$ cat config.mk
export PLATFORM = sky130hd
export DESIGN_NAME = cap_tracker
export DESIGN_NICKNAME = d
export VERILOG_FILES = /design/src/rtl/cap_pkg.sv /design/src/rtl/cap_set_table.sv /design/src/rtl/cap_ledger.sv /design/src/rtl/cap_soc_div.sv /design/src/rtl/cap_idle_timer.sv /design/src/rtl/cap_tracker.sv
export SDC_FILE = /design/constraint.sdc
export NUM_CORES = 1
export LEC_CHECK = 0
export BUFFER_PORTS_ARGS = -buffer_cell sky130_fd_sc_hd__buf_4
export CAP_MARGIN = 30
export CELL_PAD_IN_SITES_DETAIL_PLACEMENT = 1
export CELL_PAD_IN_SITES_GLOBAL_PLACEMENT = 1
export CORE_ASPECT_RATIO = 0.5
export CORE_MARGIN = 2
export CORE_UTILIZATION = 47
export DETAILED_ROUTE_END_ITERATION = 10
export PLACE_DENSITY = 0.88
export SLEW_MARGIN = 20
export SYNTH_ARGS = -nofsm -noshare
export SYNTH_HDL_FRONTEND = slang
export SYNTH_HIERARCHICAL = 1
export SYNTH_SLANG_ARGS = --single-unit
$ cat constraint.sdc
create_clock -name clk -period 8 [get_ports clk]
set_input_delay 1.2 -clock clk [delete_from_list [all_inputs] [get_ports clk]]
set_output_delay 1.2 -clock clk [all_outputs]
set_load 0.05 [all_outputs]
$ cat src/rtl/cap_pkg.sv
`timescale 1ns/1ps
package cap_pkg;
   typedef enum logic [1:0] {
      FLOW_NONE = 2'd0,
      FLOW_CHG  = 2'd1,
      FLOW_DIS  = 2'd2
   } flow_e;

   localparam int PCT_W    = 7;
   localparam int PCT_FULL = 100;
   localparam int N_SETS   = 4;
endpackage

$ cat src/rtl/cap_set_table.sv
`timescale 1ns/1ps
module cap_set_table #(
   parameter int CAP_W       = 16,
   parameter int BASE_CAP    = 2000,
   parameter int CAP_STEP    = 500,
   parameter int EMPTY_SHIFT = 5,
   parameter int SD_BASE     = 1
) (
   input  logic [1:0]       sel,
   output logic [CAP_W-1:0] set_cap,
   output logic [CAP_W-1:0] set_empty,
   output logic [CAP_W-1:0] set_sd
);
   import cap_pkg::*;

   logic [CAP_W-1:0] cap_arr   [N_SETS];
   logic [CAP_W-1:0] empty_arr [N_SETS];
   logic [CAP_W-1:0] sd_arr    [N_SETS];

   // Set k: capacity grows by CAP_STEP, self-discharge step doubles.
   for (genvar gi = 0; gi < N_SETS; gi++) begin : g_set
      localparam int CAPV = BASE_CAP + gi * CAP_STEP;
      assign cap_arr[gi]   = CAP_W'(CAPV);
      assign empty_arr[gi] = CAP_W'(CAPV >> EMPTY_SHIFT);
      assign sd_arr[gi]    = CAP_W'(SD_BASE << gi);
   end

   assign set_cap   = cap_arr[sel];
   assign set_empty = empty_arr[sel];
   assign set_sd    = sd_arr[sel];
endmodule

$ cat src/rtl/cap_ledger.sv
`timescale 1ns/1ps
module cap_ledger #(
   parameter int CAP_W = 16
) (
   input  logic             clk,
   input  logic             rst_n,
   input  cap_pkg::flow_e   flow,
   input  logic [CAP_W-1:0] delta,
   input  logic             below,
   input  logic             sd_tick,
   input  logic [CAP_W-1:0] set_cap,
   input  logic [CAP_W-1:0] set_empty,
   input  logic [CAP_W-1:0] set_sd,
   output logic [CAP_W-1:0] rcap,
   output logic [CAP_W-1:0] fcc,
   output logic [CAP_W-1:0] cdc
);
   import cap_pkg::*;

   logic [CAP_W-1:0] acc, rcap_n, fcc_n, cdc_n, acc_n;
   logic             learn, learn_n, below_q;
   logic [CAP_W:0]   acc_sum, cdc_sum;
   logic             full;

   assign full = (rcap == fcc);

   always_comb begin
      rcap_n  = rcap;
      fcc_n   = fcc;
      cdc_n   = cdc;
      acc_n   = full ? '0 : acc;
      learn_n = full ? 1'b1 : learn;
      acc_sum = '0;
      cdc_sum = '0;
      unique case (flow)
         FLOW_CHG: begin
            learn_n = 1'b0;
            rcap_n  = (delta >= (fcc - rcap)) ? fcc : rcap + delta;
         end
         FLOW_DIS: begin
            if (!below)
               rcap_n = (delta >= rcap) ? '0 : rcap - delta;
            acc_sum = {1'b0, acc_n} + {1'b0, delta};
            acc_n   = acc_sum[CAP_W] ? '1 : acc_sum[CAP_W-1:0];
            cdc_sum = {1'b0, cdc} + {1'b0, delta};
            cdc_n   = (cdc_sum >= {1'b0, fcc}) ? '0 : cdc_sum[CAP_W-1:0];
         end
         default: begin
            if (sd_tick && !full && !below)
               rcap_n = (set_sd >= rcap) ? '0 : rcap - set_sd;
         end
      endcase
      // Empty event: learn if the run from full was uninterrupted.
      if (below && !below_q) begin
         if (learn_n && (acc_n != '0)) begin
            fcc_n   = acc_n;
            learn_n = 1'b0;
            acc_n   = '0;
         end
         rcap_n = (set_empty > fcc_n) ? fcc_n : set_empty;
      end
   end

   always_ff @(posedge clk) begin
      if (!rst_n) begin
         rcap    <= '0;
         fcc     <= set_cap;
         cdc     <= '0;
         acc     <= '0;
         learn   <= 1'b0;
         below_q <= 1'b1;
      end else begin
         rcap    <= rcap_n;
         fcc     <= fcc_n;
         cdc     <= cdc_n;
         acc     <= acc_n;
         learn   <= learn_n;
         below_q <= below;
      end
   end
endmodule

$ cat src/rtl/cap_soc_div.sv
`timescale 1ns/1ps
module cap_soc_div #(
   parameter int CAP_W = 16
) (
   input  logic             clk,
   input  logic             rst_n,
   input  logic [CAP_W-1:0] rcap,
   input  logic [CAP_W-1:0] fcc,
   output logic [6:0]       pct
);
   import cap_pkg::*;

   localparam int NUM_W = CAP_W + PCT_W;
   localparam int CNT_W = $clog2(NUM_W + 1);

   logic [NUM_W-1:0] q, q_n;
   logic [CAP_W-1:0] rem, rem_n, den;
   logic [CNT_W-1:0] cnt;
   logic [CAP_W:0]   trial;
   logic             ge;

   // One restoring step per cycle.
   always_comb begin
      trial = {rem, q[NUM_W-1]};
      ge    = (trial >= {1'b0, den});
      rem_n = ge ? CAP_W'(trial - {1'b0, den}) : trial[CAP_W-1:0];
      q_n   = {q[NUM_W-2:0], ge};
   end

   always_ff @(posedge clk) begin
      if (!rst_n) begin
         q   <= '0;
         rem <= '0;
         den <= '1;
         cnt <= '0;
         pct <= '0;
      end else if (cnt == '0) begin
         q   <= NUM_W'(rcap) * NUM_W'(PCT_FULL);
         den <= fcc;
         rem <= '0;
         cnt <= CNT_W'(NUM_W);
      end else begin
         q   <= q_n;
         rem <= rem_n;
         cnt <= cnt - 1'b1;
         if (cnt == CNT_W'(1))
            pct <= (q_n > NUM_W'(PCT_FULL)) ? 7'(PCT_FULL) : q_n[6:0];
      end
   end
endmodule

$ cat src/rtl/cap_idle_timer.sv
`timescale 1ns/1ps
module cap_idle_timer #(
   parameter int IDLE_CYCLES = 3000000
) (
   input  logic           clk,
   input  logic           rst_n,
   input  cap_pkg::flow_e flow,
   input  logic [6:0]     pct,
   output logic           sleep_req
);
   import cap_pkg::*;

   localparam int CNT_W = $clog2(IDLE_CYCLES + 1);
   localparam logic [CNT_W-1:0] LIMIT = CNT_W'(IDLE_CYCLES);

   logic [CNT_W-1:0] cnt;

   always_ff @(posedge clk) begin
      if (!rst_n)                cnt <= '0;
      else if (flow != FLOW_NONE) cnt <= '0;
      else if (cnt != LIMIT)      cnt <= cnt + 1'b1;
   end

   assign sleep_req = (cnt == LIMIT) || (pct == '0);
endmodule

$ cat src/rtl/cap_tracker.sv
`timescale 1ns/1ps
module cap_tracker #(
   parameter int CAP_W       = 16,
   parameter int CUR_W       = 12,
   parameter int V_W         = 12,
   parameter int CHG_SHIFT   = 2,
   parameter int BASE_CAP    = 2000,
   parameter int CAP_STEP    = 500,
   parameter int EMPTY_SHIFT = 5,
   parameter int SD_BASE     = 1,
   parameter int IDLE_CYCLES = 3000000
) (
   input  logic                    clk,
   input  logic                    rst_n,
   input  logic [1:0]              set_sel,
   input  logic                    cur_valid,
   input  logic signed [CUR_W-1:0] cur_sample,
   input  logic [V_W-1:0]          pack_v,
   input  logic [V_W-1:0]          empty_thr,
   input  logic                    sd_tick,
   output logic [CAP_W-1:0]        rcap_o,
   output logic [CAP_W-1:0]        fcc_o,
   output logic [CAP_W-1:0]        cdc_o,
   output logic [6:0]              soc_pct,
   output logic                    sleep_req
);
   import cap_pkg::*;

   if (CAP_W < 8 || CAP_W > 24) begin : g_bad_cap_w
      $error("CAP_W out of range");
   end
   if (CUR_W > CAP_W || CHG_SHIFT >= CUR_W) begin : g_bad_cur_w
      $error("CUR_W or CHG_SHIFT inconsistent with CAP_W");
   end
   if (BASE_CAP < 1 || (BASE_CAP + 3 * CAP_STEP) >= (1 << CAP_W)) begin : g_bad_cap
      $error("capacity set does not fit CAP_W");
   end
   if ((SD_BASE << 3) >= (1 << CAP_W) || IDLE_CYCLES < 1) begin : g_bad_misc
      $error("self-discharge step or idle limit invalid");
   end

   logic [CUR_W-1:0] raw, mag;
   logic [CAP_W-1:0] delta, set_cap, set_empty, set_sd;
   flow_e            flow;
   logic             below;

   assign raw   = cur_sample;
   assign mag   = raw[CUR_W-1] ? (~raw + 1'b1) : raw;
   assign delta = CAP_W'(mag >> CHG_SHIFT);
   assign below = (pack_v < empty_thr);

   always_comb begin
      if (!cur_valid || raw == '0) flow = FLOW_NONE;
      else if (raw[CUR_W-1])       flow = FLOW_DIS;
      else                         flow = FLOW_CHG;
   end

   cap_set_table #(
      .CAP_W(CAP_W), .BASE_CAP(BASE_CAP), .CAP_STEP(CAP_STEP),
      .EMPTY_SHIFT(EMPTY_SHIFT), .SD_BASE(SD_BASE)
   ) u_sets (
      .sel(set_sel), .set_cap(set_cap), .set_empty(set_empty), .set_sd(set_sd)
   );

   cap_ledger #(.CAP_W(CAP_W)) u_ledger (
      .clk(clk), .rst_n(rst_n), .flow(flow), .delta(delta), .below(below),
      .sd_tick(sd_tick), .set_cap(set_cap), .set_empty(set_empty),
      .set_sd(set_sd), .rcap(rcap_o), .fcc(fcc_o), .cdc(cdc_o)
   );

   cap_soc_div #(.CAP_W(CAP_W)) u_div (
      .clk(clk), .rst_n(rst_n), .rcap(rcap_o), .fcc(fcc_o), .pct(soc_pct)
   );

   cap_idle_timer #(.IDLE_CYCLES(IDLE_CYCLES)) u_idle (
      .clk(clk), .rst_n(rst_n), .flow(flow), .pct(soc_pct), .sleep_req(sleep_req)
   );
endmodule

==> results of run 1 <==
power by group:
group | switching [mW] | internal, mW | leakage, nW
Sequential | 0.0527 | 0.875 | 1.29
Combinational | 1.13 | 0.632 | 6.87
Clock | 0.378 | 0.529 | 0.313
Total | 1.56 | 2.04 | 8.47
per-stage QoR:
stage	hold slack (ns)	setup TNS [ns]	area, um^2	utilization	total power [mW]
finish	0.469	0	18300	0.534	3.60
global route	0.491	-0.127	18300	0.534	3.78
CTS	0.465	0	18300	0.533	3.56
detailed placement	0.450	0	17600	0.514	2.62
global placement	0.447	0	17600	0.514	2.55
floorplan	0.425	0	16500	-	2.14
cell families (layout without fill, tap and decap cells):
kind of cell	Yosys count	count (layout)
simple gates	628	628
compound gates	592	592
buf+inv	316	395
fa+ha+maj	250	250
flops	155	155
xor+xnor	99	99
mux	22	22
other cells	3	60
path summary, 6_finish.rpt:
kind / end / slack, ns / cells after the start
worst min register to register: u_div/rem[6] / 0.47 / 2
worst max-delay path: u_ledger/rcap[1] / 0.23 / 27
worst min-delay path: u_div/rem[6] / 0.47 / 2
worst max register to register: u_ledger/rcap[1] / 0.23 / 27
sequential cells by signal, indices dropped and copies added (netlist names):
name	count
u_ledger/fcc	16
u_idle/cnt	22
u_ledger/rcap	16
u_div/den	16
u_ledger/cdc	16
u_ledger/learn	1
u_ledger/acc	16
u_div/cnt	5
u_div/rem	16
u_div/pct	7
u_div/q	23
u_ledger/below_q	1
critical path: stages, from the launching register on:
cell and delay, ns:
dfxtp_1 0.39, inv_1 0.06, ha_1 0.35, nand4_1 0.23, nor3_2 0.29, nand3_1 0.23, and2_1 0.29, ha_1 0.23
fa_1 0.41, a21o_1 0.26, a21oi_1 0.22, xnor2_1 0.14, a222oi_1 0.34, o221ai_1 0.16, or4b_1 0.55, or4b_4 0.60
o21ai_2 0.28, mux2i_1 0.44, ha_1 0.33, nand4_1 0.12, nor2_1 0.05, a211oi_1 0.26, o21ai_0 0.16, a221oi_1 0.29
a21oi_1 0.11, buf_4 0.18, and2_1 0.35, a221oi_2 0.34
layout by cell type (no fill, tap or decap), types with 16 or more instances in the layout:
cell	count
ha_1	232
inv_1	206
a21oi_1	164
nand2_1	158
buf_4	157
dfxtp_1	139
nor2_1	137
o21ai_0	91
xnor2_1	68
conb_1	60
nand3_1	58
nor2b_1	49
a21o_1	40
o211ai_1	35
and2_1	33
a211oi_1	33
nor3_1	32
nand4_1	31
xor2_1	31
o21a_1	24
nand2b_1	22
mux2i_1	19
o31ai_1	18
clkbuf_16	18
fa_1	18
and3_1	16
edfxtp_1	16
per-layer routing:
metal,GRT usage,up-vias
met4,0.165,0
met5,0,-
met1,0.387,8015
li1,-,7596
met2,0.520,567
met3,0.0656,173
final cells by class:
cell class                 instances  share of cell area
tap                              475              0.0324
timing repair buffer             158              0.0646
multi-input combinational       1651               0.648
clock inverter                    11             0.00840
sequential                       155               0.178
inverter                         206              0.0422
clock buffer                      20              0.0261
repair_timing:
action | CTS | global route
setup endpoints to repair | 0 | 14
buffers inserted | 0 | 3
resized for setup | 0 | 3
==> flow_summary.toml, run 1 <==
[run_status]
outcome = "completed"

[cts]
hold_buffers = 0
cts_tree = "done"
cts_max_level = 4
cts_buffers = 17
cts_sinks = 155
clk_pin_slew_worst_paths_ns = 0.07
clk_latency_ns = 0.46
cts_root_buf = "clkbuf_16"
clock_path_buffers = 2

[detailed_routing]
top_layer_used = "met4"
postRouteAntennaNets = 0
dr.pass1.iters = 5
vias = 16400
drtIter0Drc = 1314
wirelength_um = 57900
met1Wirelength_um = 24600
wl_per_cell_um = 21.6
drcViolationCount = 0
viasPerCell = 6.11
met2_length_um = 26600
met3_length_um = 3850

[run]
cap_viol_max_count = 0

[global_routing]
grt-ovfl-total = 0
grt_pass1_vias = 16500
grt_max_degree = 78
grt_usage = 0.314
antenna_found_initial = 1
grt_pass1_wl_um = 89200

[hold_path]
hp-class = "flop to flop"
min-delay-start = "u_div/rem[5]"

[timing]
layout_min_cycle_time_ns = 7.77
worst_slack_ns = 0.232
drv_slew = 0
relSlewSlack = 0.342
hold_viol = 0
tightestPinTransition_ns = 0.962
fin_crit_sh = 0.971
fin_worst_skew_ns = 0.0171
finalSetupViolCount = 0
fmax_ghz = 0.129

[place]
gp_congestion = 0.957
dp.cells = 2639
dpl_worst_slack_ns = 0.378
dp_hpwl_um = 42900
numPortBuffers = 97

[synth]
yosysTopAreaCellShare = 0.178
synth_cell_types = 102
ys_top_cells_by_count = "ha_1 (232), inv_1 (206), a21oi_1 (164)"
syn_inst = 2065
synth_largest_area_cell = "ha_1"
synth_area_leaders = "ha_1 (18%), dfxtp_1 (17%), a21oi_1 (5.0%), inv_1 (4.7%), xnor2_1 (3.7%)"
synth_area_per_cell_um2 = 7.89
synth_edf_count = 16
synth_top_family_by_area = "compound AO/OA/AOI/OAI gates"
yosysMostFrequentCell = "ha_1"
ys_warn_count = 6
synth-compound-area-share = 0.247
async_flop_share = 0
synthAdderAreaFrac = 0.200
synthSimpleGateAreaFrac = 0.200
yosysSeqAreaShare = 0.200
synth-seq-cells = 155
syn_area_um2 = 16300
synth_flop_cell = "dfxtp_1"
synthMuxAreaShare = 0.0137
synthXorXnorAreaFrac = 0.0532

[layout]
regArea_um2 = 3260
nets = 2481
drive_gt1_frac = 0.112
nFillCells = 4266
syn2layout_area_growth_pct = 12.4
antenna_cells = 0
finalNonFillerCells = 2676
multi_input_area_um2 = 11900

[worst_setup_path]
start_kind = "flop"
worst-setup-path-type = "flop to flop"
cp.arrival_ns = 8.14
required_ns = 8.37
path_max_fanout = 10
r2r_start = "u_ledger/rcap[5]"
crit_start = "u_ledger/rcap[5]"
worst_setup_path_end_kind = "flop"

[floorplanning]
die-width_um = 267
io_pins = 98
die_area_um2 = 36300
rows = 48
start_util = 0.475
die_h_um = 136
fp.coreArea_um2 = 34300

[power]
peakVddDrop_v = 0.0000957
p_leak_nw = 8.47
powerDensity_nw_per_um2 = 196
No activity file was read; power rests on OpenSTA's default activity.
==> inputs of run 2 (changes only) <==
- CORE_UTILIZATION: 47 -> 48
- PLACE_DENSITY: 0.88 -> 0.89
==> flow_summary.toml, run 2 (synthesized netlist as in run 1, its figures left out) <==
[detailed_routing]
postRouteAntennaNets = 0
dr.pass1.iters = 6
wirelength_um = 58700
drcViolationCount = 0
vias = 16400
viasPerCell = 6.20
wl_per_cell_um = 22.2
drtIter0Drc = 1382

[layout]
drive_gt1_frac = 0.113
final_cell_mix = "ha_1 (232), inv_1 (206), a21oi_1 (164), nand2_1 (158), buf_4 (158)"
top_regs = "u_div/q x23, u_idle/cnt x22"
finalNonFillerCells = 2645
nets = 2482
largest_register = "u_div/q"
largest_reg_flops = 23
final_common_cell = "ha_1"
syn2layout_area_growth_pct = 12.1
stdcell_area_um2 = 18300

[floorplanning]
die_area_um2 = 35500
io_pins = 98
start_util = 0.490
rows = 47
die_h_um = 134
die-width_um = 265
fp.coreArea_um2 = 33200

[global_routing]
grt-ovfl-total = 0
antenna_found_initial = 2
grt_usage = 0.327
grt_pass1_vias = 17000
grt_max_degree = 50
grt_pass1_wl_um = 91800

[run_status]
outcome = "completed"

[timing]
worst_slack_ns = 0.276
finalSetupViolCount = 0
hold_viol = 0
layout_min_cycle_time_ns = 7.72
fmax_ghz = 0.129
final.setup.tns_ns = 0
fin_crit_sh = 0.966
fin_worst_skew_ns = 0.0197
tightestPinTransition_ns = 0.935
hold_slack_ns = 0.481
drv_slew = 0
rsz0062_at_grt = "false"
relSlewSlack = 0.375

[worst_setup_path]
worst_setup_path_end_kind = "flop"
worst-setup-path-type = "flop to flop"
path_max_fanout = 13
cp_slowest_cell = "or4b_4"
max_stage_delay_ns = 0.58
path_buf_inv = 3
start_kind = "flop"
required_ns = 8.37
critPathTopFamily = "compound AO/OA/AOI/OAI gates"
cp.arrival_ns = 8.09

[power]
p_leak_nw = 8.46
powerDensity_nw_per_um2 = 197
peakVddDrop_v = 0.000115

[hold_path]
hp-class = "flop to flop"

[run]
cap_viol_max_count = 0

[place]
dpl_cell_area_um2 = 17600
dp.cells = 2606
dpl_worst_slack_ns = 0.327
gp_congestion = 0.927
numPortBuffers = 97
dp_hpwl_um = 43500

[cts]
clk_latency_ns = 0.48
cts_tree = "done"
cts_sinks = 155
cts_root_buf = "clkbuf_16"
clk_pin_slew_worst_paths_ns = 0.08
clock_path_buffers = 2
cts_max_level = 4
cts_buffers = 17
## run 2: cell types whose count changed in the layout (fill, tap and decap cells not counted)
cell        previous run  this run
clkbuf_16             18        17
diode_2                0         1
inv_6                  4         6
bufinv_16              3         2
buf_4                157       158
clkbuf_8               2         0
inv_4                  1         0
clkinvlp_4             0         2
clkinv_8               0         1
clkinv_2               1         0
inv_8                  0         1
clkinv_4               2         3
## run 2: per-layer routing
layer / global-route usage / part of all wire
met3: 0.0611 / 0.070
met4: 0.147 / 0.039
met5: 0 / 0.00019
met2: 0.551 / 0.46
met1: 0.408 / 0.43
## run 2: power breakdown
part	switching, mW	internal (mW)	total, mW
Clock	0.413	0.472	0.885
Sequential	0.0533	0.875	0.928
Combinational	1.15	0.633	1.78
## run 2: final cells by class
class / count / area [um^2]
clock buffers: 17 / 425
well taps: 441 / 552
repair buffers: 159 / 1190
multi-input cells: 1651 / 11900
flip-flops and latches: 155 / 3260
fillers: 4101 / 15000
inverters: 206 / 773
clock inverters: 15 / 181
diodes: 1 / 2.50
## run 2: final timing paths
path / start / to / slack [ns] / cells after the start
max: u_ledger/rcap[5] / u_ledger/rcap[11] / 0.28 / 28
min: u_div/q[17] / u_div/q[18] / 0.48 / 2
max reg2reg: u_ledger/rcap[5] / u_ledger/rcap[11] / 0.28 / 28
min reg2reg: u_div/q[17] / u_div/q[18] / 0.48 / 2
## run 2: per-stage QoR
stage,utilization,power [mW]
6_report,0.550,3.59
5_1_grt,0.549,3.77
4_1_cts,0.548,3.55
3_5_place_dp,0.530,2.63
3_3_place_gp,0.530,2.56
2_1_floorplan,-,2.14
## run 2: repair_timing
action	in CTS	in global routing
gates resized for setup	0	3
endpoints found under the setup margin	0	16
hold buffers	0	0
setup buffers	0	2
## run 2: worst register-to-register path, delay by kind of cell (launching register included)
kind | cells | cell delay [ns]
DFF | 1 | 0.40
buffers and inverters | 3 | 0.53
AOI/OAI and AO/OA | 13 | 2.87
and+or+nand+nor | 7 | 2.47
xor gates and xnor gates | 1 | 0.14
adders and majority gates | 4 | 1.22
==> inputs of run 3 (changes only) <==
--- a/config.mk
+++ b/config.mk
@@ -20,2 +20,3 @@
 export SYNTH_HIERARCHICAL = 1
 export SYNTH_SLANG_ARGS = --single-unit
+export TNS_END_PERCENT = 20
==> constraint.sdc (replaced) <==
create_clock -name clk -period 8 [get_ports clk]
set_input_delay 0.4 -clock clk [delete_from_list [all_inputs] [get_ports clk]]
set_output_delay 0.4 -clock clk [all_outputs]
set_load 0.05 [all_outputs]
==> flow_summary.toml, run 3 (synthesized netlist as in run 1, its figures left out) <==
[cts]
cts_sinks = 155
cts_tree = "done"
cts_buffers = 17
clk_latency_ns = 0.46
cts_root_buf = "clkbuf_16"
clk_pin_slew_worst_paths_ns = 0.07
clock_path_buffers = 2
cts_max_level = 4

[worst_setup_path]
worst-setup-path-type = "flop to flop"
critPathTopFamily = "simple AND/OR/NAND/NOR gates"
max_stage_delay_ns = 0.59
start_kind = "flop"
required_ns = 8.35
cpMostUsedCell = "ha_1"
path_max_fanout = 10
path_buf_inv = 2
cp.arrival_ns = 8.06
worst_setup_path_end_kind = "flop"
cp_slowest_cell = "or4b_4"

[floorplanning]
die-width_um = 265
rows = 47
io_pins = 98
fp.coreArea_um2 = 33200
die_h_um = 134
die_area_um2 = 35500
start_util = 0.490

[layout]
largest_reg_flops = 23
syn2layout_area_growth_pct = 11.8
top_regs = "u_div/q x23, u_idle/cnt x22"
final_common_cell = "ha_1"
stdcell_area_um2 = 18200
final_core_util = 0.548
drive_gt1_frac = 0.111
nets = 2478
final_cell_mix = "ha_1 (232), inv_1 (206), a21oi_1 (164), nand2_1 (158), buf_4 (154)"
largest_register = "u_div/q"

[detailed_routing]
dr.pass1.iters = 5
wirelength_um = 57700
viasPerCell = 6.19
wl_per_cell_um = 21.9
vias = 16400
drcViolationCount = 0
postRouteAntennaNets = 0
drtIter0Drc = 1331

[timing]
tightestPinTransition_ns = 0.975
fmax_ghz = 0.130
layout_min_cycle_time_ns = 7.71
fin_crit_sh = 0.964
hold_viol = 0
drv_slew = 0
relSlewSlack = 0.345
finalSetupViolCount = 0
fin_worst_skew_ns = 0.0129

[place]
dpl_cell_area_um2 = 17600
dp_hpwl_um = 43800
gp_congestion = 0.987
numPortBuffers = 97

[power]
peakVddDrop_v = 0.000119
p_leak_nw = 8.43
powerDensity_nw_per_um2 = 195

[global_routing]
grt-ovfl-total = 0
grt_pass1_vias = 16900
antenna_found_initial = 0
grt_pass1_wl_um = 90500
grt_usage = 0.320
grt_max_degree = 66

[run_status]
outcome = "completed"

[run]
cap_viol_max_count = 0

[hold_path]
hp-class = "primary input to flop"
[run 3: cell count changes in the layout (fill, tap and decap cells not counted), sizes merged]
cell	before	now
bufinv	2	1
buf	158	154
clkbuf	18	20
inv	213	212
[run 3: repair_timing]
| item | 4_1_cts | 5_1_grt |
|---|---|---|
| endpoints found under the setup margin | 0 | 14 |
| endpoints found under the hold margin | 0 | 0 |
| hold buffers | 0 | 0 |
| setup buffers | 0 | 2 |
| resized for setup | 0 | 5 |
[run 3: power breakdown]
part / internal (mW) / switching, mW / total (mW)
clock: 0.454 / 0.392 / 0.847
sequential: 0.875 / 0.0533 / 0.928
combinational: 0.631 / 1.14 / 1.77
total: 1.96 / 1.59 / 3.55
[run 3: per-layer routing]
layer | vias up | GRT usage | routed length (um)
met5 | - | 0 | 0
met4 | 0 | 0.144 | 2450
met3 | 163 | 0.0644 | 4050
met2 | 608 | 0.540 | 26600
met1 | 7985 | 0.396 | 24600
li1 | 7597 | - | -
[run 3: worst min-delay path: stages]
cell	delay [ns]
buf_4	0.15
o221ai_1	0.15
a211oi_1	0.06
[run 3: final cells by class]
cell class / instances / area (um^2)
Fill cell: 4140 / 15000
Multi-Input combinational cell: 1651 / 11900
Sequential cell: 155 / 3260
Timing Repair Buffer: 155 / 1160
Inverter: 206 / 773
Tap cell: 441 / 552
Clock buffer: 19 / 454
Clock inverter: 13 / 130
Antenna cell: 1 / 2.50
[run 3: final timing paths]
kind / slack [ns] / from / cells after the start / end
max reg2reg: 0.29 / u_ledger/fcc[5] / 27 / u_ledger/rcap[12]
min reg2reg: 0.47 / u_div/rem[7] / 2 / u_div/rem[8]
min: 0.37 / set_sel[1] / 3 / u_ledger/rcap[0]
max: 0.29 / u_ledger/fcc[5] / 27 / u_ledger/rcap[12]
[run 3: stage by stage]
step                      hold slack [ns]  TNS (ns)  setup slack (ns)  total power, mW  instances
after floorplan                     0.425         0             0.762             2.14       2122
after global placement              0.444         0             0.726             2.56       2603
after detailed placement            0.450         0             0.388             2.64       2603
after CTS                           0.354         0             0.255             3.50       2635
after global routing                0.392   -0.0381           -0.0381             3.73       2640
final                               0.366         0             0.288             3.55       2641
